==> src/rtl/exc_pkg.sv <==
package exc_pkg;

    typedef enum logic [3:0] {
        K_INT           = 4'd0,
        K_TLB_MOD       = 4'd1,
        K_TLB_LD_INV    = 4'd2,
        K_TLB_ST_INV    = 4'd3,
        K_TLB_LD_REFILL = 4'd4,
        K_TLB_ST_REFILL = 4'd5,
        K_ADDR_LD       = 4'd6,
        K_ADDR_ST       = 4'd7,
        K_SYSCALL       = 4'd8,
        K_BREAK         = 4'd9,
        K_RSVD_INSN     = 4'd10,
        K_COP_UNUSABLE  = 4'd11,
        K_OVERFLOW      = 4'd12,
        K_TRAP          = 4'd13
    } exc_kind_e;

    localparam logic [3:0]  LAST_KIND    = 4'd13;
    localparam logic [11:0] OFS_REFILL   = 12'h000;
    localparam logic [11:0] OFS_GENERAL  = 12'h180;
    localparam logic [11:0] OFS_VEC_INT  = 12'h200;
    localparam int          INSN_BYTES   = 4;
    localparam int          CODE_W       = 5;
    localparam int          COP_W        = 2;

    typedef struct packed {
        logic [CODE_W-1:0] code;
        logic              bd;
        logic [COP_W-1:0]  ce;
    } cause_t;

    function automatic logic kind_known(input logic [3:0] k);
        return k <= LAST_KIND;
    endfunction

    function automatic logic kind_is_refill(input logic [3:0] k);
        return (k == K_TLB_LD_REFILL) || (k == K_TLB_ST_REFILL);
    endfunction

    function automatic logic [CODE_W-1:0] kind_code(input logic [3:0] k);
        logic [CODE_W-1:0] c;
        case (k)
            K_INT:           c = 5'h00;
            K_TLB_MOD:       c = 5'h01;
            K_TLB_LD_INV,
            K_TLB_LD_REFILL: c = 5'h02;
            K_TLB_ST_INV,
            K_TLB_ST_REFILL: c = 5'h03;
            K_ADDR_LD:       c = 5'h04;
            K_ADDR_ST:       c = 5'h05;
            K_SYSCALL:       c = 5'h08;
            K_BREAK:         c = 5'h09;
            K_RSVD_INSN:     c = 5'h0A;
            K_COP_UNUSABLE:  c = 5'h0B;
            K_OVERFLOW:      c = 5'h0C;
            K_TRAP:          c = 5'h0D;
            default:         c = 5'h00;
        endcase
        return c;
    endfunction

endpackage

==> src/rtl/exc_vector_sel.sv <==
module exc_vector_sel
    import exc_pkg::*;
#(
    parameter int              XLEN        = 32,
    parameter logic [XLEN-1:0] OVF_BEV_VEC = 32'hBFC0_0200
) (
    input  logic [3:0]      kind,
    input  logic [XLEN-1:0] ebase,
    input  logic            exl_before,
    input  logic            bev,
    input  logic            iv,
    output logic [XLEN-1:0] handler
);
    localparam int PAD = XLEN - 12;

    logic [11:0] offset;
    logic        use_fixed;

    always_comb begin
        use_fixed = 1'b0;
        offset    = OFS_GENERAL;
        if (kind_is_refill(kind)) begin
            offset = exl_before ? OFS_GENERAL : OFS_REFILL;
        end else if (kind == K_INT) begin
            offset = iv ? OFS_VEC_INT : OFS_GENERAL;
        end else if (kind == K_OVERFLOW) begin
            use_fixed = bev;
        end
    end

    assign handler = use_fixed ? OVF_BEV_VEC : (ebase + {{PAD{1'b0}}, offset});

endmodule

==> src/rtl/exc_slot_detect.sv <==
module exc_slot_detect
    import exc_pkg::*;
#(
    parameter int XLEN = 32
) (
    input  logic [XLEN-1:0] pc,
    input  logic [XLEN-1:0] npc,
    output logic            in_slot,
    output logic [XLEN-1:0] ret_addr
);
    localparam logic [XLEN-1:0] STEP = XLEN'(INSN_BYTES);

    assign in_slot  = (pc + STEP) != npc;
    assign ret_addr = in_slot ? (pc - STEP) : pc;

endmodule

==> src/rtl/exc_srs_rotate.sv <==
module exc_srs_rotate #(
    parameter int SRS_W = 4
) (
    input  logic             exl_before,
    input  logic             bev,
    input  logic [SRS_W-1:0] css,
    input  logic [SRS_W-1:0] pss,
    input  logic [SRS_W-1:0] ess,
    output logic [SRS_W-1:0] css_next,
    output logic [SRS_W-1:0] pss_next
);
    logic rotate;

    assign rotate   = !exl_before && !bev;
    assign pss_next = rotate ? css : pss;
    assign css_next = rotate ? ess : css;

endmodule

==> src/rtl/exc_entry_ctrl.sv <==
module exc_entry_ctrl
    import exc_pkg::*;
#(
    parameter int              XLEN        = 32,
    parameter int              SRS_W       = 4,
    parameter logic [XLEN-1:0] RESET_VEC   = 32'hBFC0_0000,
    parameter logic [XLEN-1:0] OVF_BEV_VEC = 32'hBFC0_0200
) (
    input  logic              clk,
    input  logic              rst,
    input  logic              req_valid,
    input  logic [3:0]        req_kind,
    input  logic [XLEN-1:0]   req_pc,
    input  logic [XLEN-1:0]   req_npc,
    input  logic [COP_W-1:0]  req_cop,
    input  logic [XLEN-1:0]   ebase,
    input  logic              mode_bev,
    input  logic              mode_iv,
    input  logic [SRS_W-1:0]  srs_ess,
    output logic              busy,
    output logic              redir_valid,
    output logic [XLEN-1:0]   redir_pc,
    output logic [XLEN-1:0]   redir_npc,
    output logic [XLEN-1:0]   redir_nnpc,
    output logic              status_exl,
    output logic              status_cu1,
    output logic [CODE_W-1:0] cause_code,
    output logic              cause_bd,
    output logic [COP_W-1:0]  cause_ce,
    output logic [XLEN-1:0]   epc,
    output logic [SRS_W-1:0]  srs_css,
    output logic [SRS_W-1:0]  srs_pss
);
    localparam logic [XLEN-1:0] STEP  = XLEN'(INSN_BYTES);
    localparam logic [XLEN-1:0] STEP2 = XLEN'(2 * INSN_BYTES);

    cause_t          cause_q;
    logic            exl_q;
    logic            cu1_q;
    logic [XLEN-1:0] epc_q;
    logic [SRS_W-1:0] css_q, pss_q;
    logic            boot_pending_q;
    logic            rv_q;
    logic [XLEN-1:0] rpc_q, rnpc_q, rnnpc_q;

    logic            accept;
    logic [XLEN-1:0] handler;
    logic            in_slot;
    logic [XLEN-1:0] ret_addr;
    logic [SRS_W-1:0] css_next, pss_next;
    cause_t          cause_next;

    assign busy   = boot_pending_q | rv_q;
    assign accept = req_valid && !busy && kind_known(req_kind);

    exc_vector_sel #(
        .XLEN        (XLEN),
        .OVF_BEV_VEC (OVF_BEV_VEC)
    ) u_vec (
        .kind       (req_kind),
        .ebase      (ebase),
        .exl_before (exl_q),
        .bev        (mode_bev),
        .iv         (mode_iv),
        .handler    (handler)
    );

    exc_slot_detect #(
        .XLEN (XLEN)
    ) u_slot (
        .pc       (req_pc),
        .npc      (req_npc),
        .in_slot  (in_slot),
        .ret_addr (ret_addr)
    );

    exc_srs_rotate #(
        .SRS_W (SRS_W)
    ) u_srs (
        .exl_before (exl_q),
        .bev        (mode_bev),
        .css        (css_q),
        .pss        (pss_q),
        .ess        (srs_ess),
        .css_next   (css_next),
        .pss_next   (pss_next)
    );

    always_comb begin
        cause_next.code = kind_code(req_kind);
        cause_next.bd   = in_slot;
        cause_next.ce   = (req_kind == K_COP_UNUSABLE) ? req_cop : '0;
    end

    always_ff @(posedge clk) begin
        if (rst) begin
            cause_q        <= '0;
            exl_q          <= 1'b0;
            cu1_q          <= 1'b1;
            epc_q          <= '0;
            css_q          <= '0;
            pss_q          <= '0;
            boot_pending_q <= 1'b1;
            rv_q           <= 1'b0;
            rpc_q          <= '0;
            rnpc_q         <= '0;
            rnnpc_q        <= '0;
        end else begin
            rv_q <= 1'b0;
            if (boot_pending_q) begin
                boot_pending_q <= 1'b0;
                rv_q           <= 1'b1;
                rpc_q          <= RESET_VEC;
                rnpc_q         <= RESET_VEC + STEP;
                rnnpc_q        <= RESET_VEC + STEP2;
            end else if (accept) begin
                cause_q <= cause_next;
                exl_q   <= 1'b1;
                epc_q   <= ret_addr;
                css_q   <= css_next;
                pss_q   <= pss_next;
                rv_q    <= 1'b1;
                rpc_q   <= handler;
                rnpc_q  <= handler + STEP;
                rnnpc_q <= handler + STEP2;
            end
        end
    end

    assign redir_valid = rv_q;
    assign redir_pc    = rpc_q;
    assign redir_npc   = rnpc_q;
    assign redir_nnpc  = rnnpc_q;
    assign status_exl  = exl_q;
    assign status_cu1  = cu1_q;
    assign cause_code  = cause_q.code;
    assign cause_bd    = cause_q.bd;
    assign cause_ce    = cause_q.ce;
    assign epc         = epc_q;
    assign srs_css     = css_q;
    assign srs_pss     = pss_q;

endmodule

==> config.mk <==
export PLATFORM = sky130hd
export DESIGN_NAME = exc_entry_ctrl
export DESIGN_NICKNAME = d
export VERILOG_FILES = /design/src/rtl/exc_pkg.sv /design/src/rtl/exc_vector_sel.sv /design/src/rtl/exc_slot_detect.sv /design/src/rtl/exc_srs_rotate.sv /design/src/rtl/exc_entry_ctrl.sv
export SDC_FILE = /design/constraint.sdc
export NUM_CORES = 1
export LEC_CHECK = 0
export BUFFER_PORTS_ARGS = -buffer_cell sky130_fd_sc_hd__buf_4
export CORE_MARGIN = 5
export CORE_UTILIZATION = 55
export CTS_BUF_LIST = sky130_fd_sc_hd__clkbuf_4
export DETAILED_ROUTE_END_ITERATION = 16
export PLACE_DENSITY = 0.94
export SETUP_SLACK_MARGIN = 0.15
export SYNTH_ARGS = -nofsm -noshare
export SYNTH_HDL_FRONTEND = slang
export SYNTH_SLANG_ARGS = --single-unit
==> constraint.sdc <==
create_clock -name clk -period 5.7 [get_ports clk]
set_input_delay 1.14 -clock clk [delete_from_list [all_inputs] [get_ports clk]]
set_output_delay 1.14 -clock clk [all_outputs]
set_load 0.005 [all_outputs]
==> out/results.ini, run 1 <==
[clocking]
clock-root-buffer=clkbuf_4
cts_max_level=4
cts_sinks=141
clk_pin_slew_ps=130
numCtsBuffers=17
clk-insertion-delay-late_ps=560
cts_setup_buffers=0
cts_max_path_buffers=2
hold_buffers=0
cts_tree=done
post_cts_resized=0

[min_path]
hold_class=flip-flop to flip-flop
whs_endpoint=redir_pc[11]$_SDFFE_PP0P_
hp-start=redir_pc[11]$_SDFFE_PP0P_
min_path_cells=2

[final_layout]
stdcell_count=1574
layout.nets=1460
drive_gt1_share_pct=26.4
final_common_cell=buf_4
mostFrequentLayoutCells=buf_4, dfxtp_1, nor2_1
area_delta_synth_final_pct=21.9

[setup_path]
r2r-end=redir_npc[29]$_SDFFE_PP0P_
setup.worst_path.start_class=primary input
path_class=primary input to flip-flop
reg2reg_from=status_exl$_SDFFE_PP0P_
critPathArrivalTime_ps=5200
crit_buf_inv=1
critPathMaxFanout=11
critPathTopFamily=simple AND/OR/NAND/NOR gates
cpPeakStageDelay_ps=480
cp_cell_sequence=buf_4 > nor4_1 > and2_1 > nor2_1 > ha_1 > fa_1 > a21oi_2 > or4_1 > o211a_1 > nor2_2 > nor4_4 > nand4_2 > nor4b_1 > nor3_1
worstPathRequired_ps=6140
r2r_slack_ps=1460
cp-end-kind=flip-flop
crit_path_top_delay_cell=nor4b_1
reg2regPathDepth=12

[timing]
setup_tns_ps=0
final-max-slew-violation-count=0
finalHoldViolCount=0
slew_headroom_pct=30.5
finClkSkew_ps=16.5
period_share_pct=83.6
rsz0062_at_grt=false
hold_slack_ps=467
setup_viol=0
timing.final.ws_setup_ps=934
fmax_mhz=210
period_minus_slack_ps=4770
worst_pin_slew_ps=1040

[grt]
gr-usage-all-layers_pct=29.5
grt_overflow=0
grt_pass1_wl_mm=48.0
grt_pass1_vias=9384
antenna_found_initial=1
grt_max_degree=101

[yosys]
synth-async-reset-ratio_pct=0
avgSynthCellArea_um2=7.97
netlist_instances=1159
yosysUniqueCellTypes=97
synth.top_cells.by_area=dfxtp_1, xnor2_1, nor2_1, nand2_1, a211oi_1
ys_seq_area_share_pct=30.6
synth_warnings=0
netlist.area_leader.share_pct=30.6
synth.net_count=1281
synth_ff_type=dfxtp_1
yosysTopAreaCell=dfxtp_1
netlist_area_um2=9240
ys_ff_latch=141
synth-edff-count=0

[drt]
drt-initial-drc-count=1143
drt_wl_total_mm=30.0
drc=0
wl_per_cell_um=19.0
drt_first_pass_iters=6
viasPerCell=6.30
ant_nets=0
dr_total_vias=9910

[power]
power.switching_mw=0.710
powerDensity_nw_per_um2=203
p_leak_nw=4.37
combPwrFrac_pct=22.4
p_int_mw=1.57
clkPwrFrac_pct=30.9
switching_share_pct=31.1
pwr-share-seq_pct=46.7
vdd_drop_max_mv=0.151

[placed_design]
gp_congestion=0.971
place_inst=1539
portBuffers=256
pre_cts_ws_ps=545
dp_hpwl_mm=22.2

[job]
drv_cap=0

[floorplan]
rows=47
core_area_um2=16500
start_util_pct=55.9
pin_count=259
fp.dieW_um=140
die_y_um=140
die_area_um2=19500

[run_status]
status=complete, no violations

## worst reg2reg max path: stages (launching register included)
cell     delay (ps)
dfxtp_1         380
nor4_1          410
nor2_1          170
ha_1            250
fa_1            440
a21oi_2         440
or4_1           440
o211a_1         240
nor2_2           80
nor4_4          420
nand4_2         290
nor4b_1         480
nor3_1          110
## per-layer routing
layer / wire [um] / GRT usage (%) / up-vias
li1: - / - / 4607
met1: 11400 / 36.2 / 4612
met2: 14300 / 48.5 / 590
met3: 2940 / 6.62 / 101
met4: 1270 / 15.3 / 0
met5: 0 / 0 / -
## cell families (layout without fill, tap and decap cells)
logic type / count (synthesis) / count (layout) / share of synthesized area [%]
DFF: 141 / 141 / 30.6
adders and majority gates: 11 / 11 / 1.57
AOI/OAI and AO/OA: 240 / 240 / 18.5
buffers and inverters: 118 / 310 / 6.66
muxes: 8 / 8 / 0.881
other: 2 / 5 / 0.0813
xor gates and xnor gates: 82 / 82 / 7.78
and+or+nand+nor: 557 / 557 / 34.0
## how the worst max path moves through the flow
stage                 from                          end  slack [ps]  cells after the start
6_report       req_kind[0]   redir_npc[29]$_SDFFE_PP0P_         930                     14
5_1_grt        req_kind[0]  redir_nnpc[31]$_SDFFE_PP0P_         690                     14
4_1_cts        req_kind[0]   redir_npc[29]$_SDFFE_PP0P_        1080                     14
3_5_place_dp   req_kind[0]  redir_nnpc[31]$_SDFFE_PP0P_         540                     14
3_3_place_gp   req_kind[0]   redir_npc[29]$_SDFFE_PP0P_         790                     14
2_1_floorplan  req_kind[3]   redir_npc[29]$_SDFFE_PP0P_        1300                     15
## per-stage QoR
| step | utilization, % | power (mW) | area [um^2] |
|---|---|---|---|
| after floorplan | - | 1.37 | 9240 |
| final | 68.1 | 2.28 | 11300 |
| after global routing | 68.1 | 2.38 | 11300 |
| after global placement | 66.2 | 1.57 | 10900 |
| after detailed placement | 66.2 | 1.59 | 10900 |
| after CTS | 68.1 | 2.29 | 11300 |
## final cells by class
cell class / instances / area, um^2
Tap cell: 220 / 275
Inverter: 15 / 56.3
Antenna cell: 3 / 7.51
Timing Repair Buffer: 263 / 1970
Clock buffer: 19 / 143
Sequential cell: 141 / 2820
Fill cell: 1323 / 5260
Clock inverter: 13 / 166
Multi-Input combinational cell: 900 / 5820
## cells in the mapped netlist, types with 25 or more instances
cell type	n
dfxtp_1	141
nor2_1	125
nand2_1	124
a21oi_1	58
xnor2_1	56
clkbuf_1	47
nor4_1	46
a211oi_1	45
nor3_1	45
nand3_1	40
buf_2	27
o21ai_0	27
xor2_1	26
and3_1	25
## power groups by stage
| stage | logic (mW) | registers [mW] | clock network (mW) |
|---|---|---|---|
| 6_report | 0.512 | 1.06 | 0.705 |
| 5_1_grt | 0.552 | 1.07 | 0.761 |
| 4_1_cts | 0.506 | 1.06 | 0.717 |
| 3_5_place_dp | 0.503 | 1.08 | 0 |
| 3_3_place_gp | 0.489 | 1.08 | 0 |
| 2_1_floorplan | 0.291 | 1.08 | 0 |
## sequential cells by signal, indices dropped and copies added, names as in the netlist
| register | cells |
|---|---|
| cause_bd | 1 |
| cause_code | 4 |
| boot_pending_q | 1 |
| redir_nnpc | 29 |
| status_exl | 1 |
| redir_npc | 30 |
| redir_pc | 32 |
| epc | 32 |
| redir_valid | 1 |
| srs_pss | 4 |
| srs_css | 4 |
| cause_ce | 2 |
No activity file was read; power rests on OpenSTA's default activity.
==> inputs of run 2 (changes only) <==
CORE_UTILIZATION = 49   (was 55)
PLACE_DENSITY = 0.89   (was 0.94)
clock period = 4.2 ns   (was 5.7 ns; I/O delays follow)
==> run 2 against run 1 <==
Net effect: wire length up 4.1%; critical path depth up 1; critical path type unchanged; count of clock-buffer cells in the layout down 2; final area up 3.5%; global-route usage down 2.0 points; register-to-register slack worse by 850 ps; first-iteration DRC count down 24%; sequential share of layout area down 0.85 points; clock power up 42%; total power up 39%; setup slack worse by 430 ps; combinational power up 43%.
==> out/results.ini, run 2 (same netlist as run 1, synthesis figures left out) <==
[timing]
period_share_pct=87.9
final-max-slew-violation-count=0  ; unchanged
period_minus_slack_ps=3690
fmax_mhz=271
rsz0062_at_grt=false
setup_viol=0  ; unchanged
finalHoldViolCount=0  ; unchanged
worst_pin_slew_ps=1020  ; -21.6 ps
finClkSkew_ps=30.6  ; +14.1 ps
slew_headroom_pct=31.9  ; +1.4 points

[setup_path]
path_class=primary input to flip-flop
cpPeakStageDelay_ps=610  ; +130 ps
crit_path_top_delay_cell=or4_1
worstPathRequired_ps=4680  ; -1460 ps
reg2regPathDepth=13  ; +1
reg2reg_from=status_exl$_SDFFE_PP0P_
cp-end-kind=flip-flop
critPathMaxFanout=9  ; -2
r2r_slack_ps=610  ; -850 ps
cp_cell_sequence=buf_4 > nor4_1 > and2_1 > nor2_2 > ha_1 > fa_1 > a21oi_2 > or4_1 > buf_4 > nor3_2 > nor3_4 > nor4_2 > nand4b_1 > o21a_1 > nor4_1
r2r-end=redir_nnpc[31]$_SDFFE_PP0P_
setup.worst_path.start_class=primary input
critPathArrivalTime_ps=4170  ; -1030 ps

[clocking]
clock-root-buffer=clkbuf_4
clk-insertion-delay-late_ps=580  ; +20 ps
clk_pin_slew_ps=160  ; +30 ps
hold_buffers=0  ; unchanged
cts_max_path_buffers=2  ; unchanged
cts_tree=done
cts_sinks=141  ; unchanged
cts_setup_buffers=0  ; unchanged
cts_max_level=4  ; unchanged
numCtsBuffers=17  ; unchanged
post_cts_resized=0  ; unchanged

[min_path]
min_path_cells=2  ; unchanged
hold_class=flip-flop to flip-flop
hp-start=cause_ce[1]$_SDFFE_PP0P_
whs_endpoint=cause_ce[1]$_SDFFE_PP0P_

[floorplan]
core_area_um2=18600  ; +13%
die_area_um2=21700  ; +11%
die_y_um=147  ; +5.5%
fp.dieW_um=147  ; +5.5%
rows=50  ; +6.4%
pin_count=259  ; unchanged
start_util_pct=49.5  ; -6.4 points

[placed_design]
gp_congestion=0.946  ; -2.5%
place_inst=1597  ; +3.8%
dp_hpwl_mm=23.1  ; +3.9%
portBuffers=256  ; unchanged
dpl_cell_area_um2=11300  ; +3.5%

[drt]
dr_total_vias=9990  ; +0.81%
drc=0  ; unchanged
drt-initial-drc-count=874  ; -24%
viasPerCell=6.13  ; -2.6%
drt_wl_total_mm=31.2  ; +4.1%
ant_nets=0  ; unchanged
wl_per_cell_um=19.2  ; +0.56%
drt_first_pass_iters=8  ; +2

[power]
vdd_drop_max_mv=0.205  ; +36%
pwr-share-seq_pct=45.4  ; -1.3 points
combPwrFrac_pct=23.1  ; +0.7 points
clkPwrFrac_pct=31.5  ; +0.6 points
p_leak_nw=4.60  ; +5.3%
p_int_mw=2.12  ; +35%
switching_share_pct=33.4  ; +2.3 points
power.switching_mw=1.06  ; +50%
finalPower_mw=3.18  ; +39%
powerDensity_nw_per_um2=273  ; +35%

[final_layout]
drive_gt1_share_pct=28.7  ; +2.4 points
mostFrequentLayoutCells=buf_4, dfxtp_1, nand2_1, nor2_1, a21oi_1
multiInputGateArea_um2=5820  ; about the same
fill_cells=1557  ; +18%
finish.instance_area_um2=11700  ; +3.5%
area_delta_synth_final_pct=26.2
final_common_cell=buf_4
stdcell_count=1629  ; +3.5%
final_util_pct=62.5  ; -5.6 points
diodes=0  ; -3
layout.nets=1504  ; +3.0%
seqCellArea_um2=2820  ; unchanged

[job]
drv_cap=0  ; unchanged

[run_status]
status=complete, no violations

[grt]
antenna_found_initial=0  ; -1
grt_overflow=0  ; unchanged
grt_pass1_vias=9495  ; +1.2%
grt_max_degree=90  ; -11%
gr-usage-all-layers_pct=27.5  ; -2.0 points
grt_pass1_wl_mm=49.3  ; +2.7%

-- run 2: cell count changes in the layout (fill, tap and decap cells not counted), sizes merged --
cell      previous run  this run
bufinv               3         2
buf                263       307
clkinvlp             2         1
diode                3         0
clkbuf              19        17
inv                 17        23
clkinv               6         4
-- run 2: per-layer routing --
metal / vias to the layer above / track usage (%) / wire, um
met5: - / 0 / 0
met4: 0 / 10.4 / 1140
met3: 96 / 5.98 / 3210
met2: 586 / 45.6 / 14700
met1: 4627 / 35.2 / 12100
li1: 4681 / - / -
-- run 2: critical path: cells and delay by family --
kind | cells | cell delay [ps]
AOI/OAI and AO/OA | 2 | 370
buffers and inverters | 2 | 350
adders and majority gates | 2 | 460
and+or+nand+nor | 9 | 2150
-- run 2: layout make-up --
type                       instances  share of cell area [%]
timing repair buffer             307                    20.1
inverter                          15                   0.483
clock inverter                    15                    1.70
multi-input combinational        900                    49.9
tap                              234                    2.51
sequential                       141                    24.2
clock buffer                      17                    1.09
-- run 2: worst max-delay path by stage --
| stage | cells past startpoint | slack, ps | to | from |
|---|---|---|---|---|
| floorplan | 15 | 170 | redir_npc[29]$_SDFFE_PP0P_ | req_kind[3] |
| global placement | 13 | 110 | redir_npc[29]$_SDFFE_PP0P_ | req_kind[0] |
| detailed placement | 15 | -60 | redir_nnpc[31]$_SDFFE_PP0P_ | req_kind[0] |
| CTS | 15 | 570 | redir_nnpc[31]$_SDFFE_PP0P_ | req_kind[0] |
| global route | 15 | 270 | redir_nnpc[31]$_SDFFE_PP0P_ | req_kind[0] |
| finish | 15 | 510 | redir_nnpc[31]$_SDFFE_PP0P_ | req_kind[3] |
-- run 2: power by group through the flow --
stage	Sequential [mW]	Clock, mW	Combinational (mW)
finish	1.44	1.00	0.734
global route	1.45	1.08	0.792
CTS	1.44	1.03	0.724
detailed placement	1.47	0	0.719
global placement	1.47	0	0.704
floorplan	1.47	0	0.394
-- run 2: per-stage QoR --
stage                     setup TNS [ps]  hold slack [ps]  setup slack, ps
after floorplan                        0              448              167
after global placement                 0              442              110
after detailed placement           -57.4              445            -55.9
after CTS                              0              437              565
after global routing                   0              446              271
final                                  0              462              508
==> inputs of run 3 (changes only) <==
CELL_PAD_IN_SITES_DETAIL_PLACEMENT = 0   (was not set)
CELL_PAD_IN_SITES_GLOBAL_PLACEMENT = 1   (was not set)
CORE_UTILIZATION = 36   (was 49)
PLACE_DENSITY = 0.9   (was 0.89)
REMOVE_ABC_BUFFERS = 1   (was not set)
==> run 3 against run 2 <==
Net effect: sequential power about the same; clock skew decreased by 6.1 ps; fmax shrank 2.3%; hold slack better by 1.3 ps; global-route usage shrank 5.9 points; combinational power rose by 2.9%; via count down 1.6%; final area grew 1.5%; die area up 33%; cell count increased by 6.7%; critical path type unchanged.
==> out/results.ini, run 3 (same netlist as run 1, synthesis figures left out) <==
[final_layout]
stdcell_count=1738  ; +6.7%
area_delta_synth_final_pct=28.1
mostFrequentLayoutCells=buf_4, dfxtp_1, nor2_1
fill_cells=2512  ; +61%
layout.nets=1515  ; +0.73%
drive_gt1_share_pct=29.2  ; +0.49 points
final_common_cell=buf_4

[setup_path]
crit_top_cell=buf_4
r2r-end=redir_nnpc[31]$_SDFFE_PP0P_
crit_buf_inv=3  ; +1
critPathTopFamily=simple AND/OR/NAND/NOR gates
critPathArrivalTime_ps=4210  ; +40 ps
reg2regPathDepth=14  ; +1
reg2reg_from=status_exl$_SDFFE_PP0P_
crit_cells=16  ; +1
path_class=primary input to flip-flop
cp_cell_sequence=buf_4 > nor4_1 > and2_1 > nor2_1 > ha_1 > fa_1 > a21oi_4 > buf_4 > or4_4 > a21oi_4 > o21ai_4 > nor4_4 > buf_4 > nand3_4 > o21a_1 > nor4_1
critPathMaxFanout=9  ; unchanged
cpPeakStageDelay_ps=490  ; -120 ps
cp-end-kind=flip-flop
setup.worst_path.start=req_kind[1]
r2r_slack_ps=490  ; -120 ps
setup.worst_path.start_class=primary input
crit_path_top_delay_cell=or4_4
worstSetupEndpoint=redir_nnpc[31]$_SDFFE_PP0P_
worstPathRequired_ps=4630  ; -50 ps

[placed_design]
portBuffers=256  ; unchanged
gp_congestion=0.944  ; -0.27%
place_inst=1704  ; +6.7%
dp_hpwl_mm=24.3  ; +5.0%

[floorplan]
start_util_pct=36.6  ; -13 points
die_area_um2=29000  ; +33%
fp.dieW_um=170  ; +16%
die_y_um=170  ; +16%
pin_count=259  ; unchanged
core_area_um2=25300  ; +35%
rows=58  ; +16%

[drt]
drt_first_pass_iters=5  ; -3
drt-initial-drc-count=716  ; -18%
drt_wl_total_mm=32.7  ; +4.7%
viasPerCell=5.65  ; -7.8%
ant_nets=0  ; unchanged
wl_per_cell_um=18.8  ; -1.8%
drc=0  ; unchanged
dr_total_vias=9828  ; -1.6%

[clocking]
clk-insertion-delay-late_ps=550  ; -30 ps
cts_tree=done
clock-root-buffer=clkbuf_4
cts_max_level=4  ; unchanged
numCtsBuffers=17  ; unchanged
hold_buffers=0  ; unchanged
clk_pin_slew_ps=150  ; about the same
cts_sinks=141  ; unchanged
cts_max_path_buffers=2  ; unchanged

[timing]
fmax_mhz=265  ; -2.3%
finClkSkew_ps=24.5  ; -6.08 ps
final-max-slew-violation-count=0  ; unchanged
period_share_pct=90.0  ; +2.1 points
setup_tns_ps=0  ; unchanged
slew_headroom_pct=27.0  ; -4.9 points
rsz0062_at_grt=false
setup_viol=0  ; unchanged
period_minus_slack_ps=3780  ; +86.5 ps
worst_pin_slew_ps=1100  ; +73.7 ps
finalHoldViolCount=0  ; unchanged

[power]
finalPower_mw=3.10  ; -2.4%
p_leak_nw=4.63  ; +0.72%
powerDensity_nw_per_um2=262  ; -3.8%
vdd_drop_max_mv=0.155  ; -24%

[min_path]
hold_class=flip-flop to flip-flop

[run_status]
status=complete, no violations

[grt]
gr-usage-all-layers_pct=21.6  ; -5.9 points
grt_pass1_wl_mm=50.8  ; +3.0%
grt_overflow=0  ; unchanged
grt_pass1_vias=9194  ; -3.2%
grt_max_degree=156  ; +73%
antenna_found_initial=1  ; +1

[job]
drv_cap=0  ; unchanged

-- run 3: worst min path at each step --
stage                              startpoint                   endpoint  cells after the start
floorplan            cause_ce[0]$_SDFFE_PP0P_   cause_ce[0]$_SDFFE_PP0P_                      2
global placement    redir_npc[3]$_SDFFE_PP0P_  redir_npc[3]$_SDFFE_PP0P_                      2
detailed placement  redir_pc[12]$_SDFFE_PP0P_  redir_pc[12]$_SDFFE_PP0P_                      2
CTS                                  ebase[0]   redir_pc[0]$_SDFFE_PP0P_                      3
global route                         ebase[0]   redir_pc[0]$_SDFFE_PP0P_                      3
finish               cause_ce[1]$_SDFFE_PP0P_   cause_ce[1]$_SDFFE_PP0P_                      2
-- run 3: layout make-up --
type,count,area [um^2],area share [%]
Tap cell,330,413,3.49
Clock buffer,17,128,1.08
Timing Repair Buffer,318,2410,20.4
Clock inverter,15,153,1.29
Inverter,15,56.3,0.476
Antenna cell,2,5.00,0.0423
Multi-Input combinational cell,900,5840,49.4
Sequential cell,141,2820,23.9
-- run 3: power by group --
group / switching, mW / total [mW] / internal, mW
registers: 0.0382 / 1.44 / 1.40
clock network: 0.594 / 0.909 / 0.314
logic: 0.417 / 0.755 / 0.338
total: 1.05 / 3.10 / 2.05
-- run 3: through the flow --
stage / area (um^2) / hold WS, ps / setup WS [ps] / util, %
after floorplan: 8680 / 442 / -810 / -
after global placement: 11500 / 444 / -2.57 / 45.6
after detailed placement: 11500 / 447 / -164 / 45.6
after CTS: 11800 / 452 / 397 / 46.7
after global routing: 11800 / 454 / 190 / 46.8
final: 11800 / 463 / 421 / 46.9
-- run 3: repair_timing --
| action | in CTS | in global routing |
|---|---|---|
| buffers inserted | 0 | 0 |
| setup endpoints to repair | 0 | 1 |
| gates resized for setup | 0 | 4 |
-- run 3: worst register-to-register path: stages, from the launching register on --
cell,delay [ps]
dfxtp_1,450
nor4_1,90
nor2_1,240
ha_1,250
fa_1,290
a21oi_4,130
buf_4,170
or4_4,490
a21oi_4,200
o21ai_4,90
nor4_4,380
buf_4,220
nand3_4,100
o21a_1,200
nor4_1,300
-- run 3: routing by layer --
metal	global-route usage (%)	share of wire, %
met1	27.7	42
met2	35.9	47
met3	6.27	9.6
met4	5.38	1.7
met5	0	0
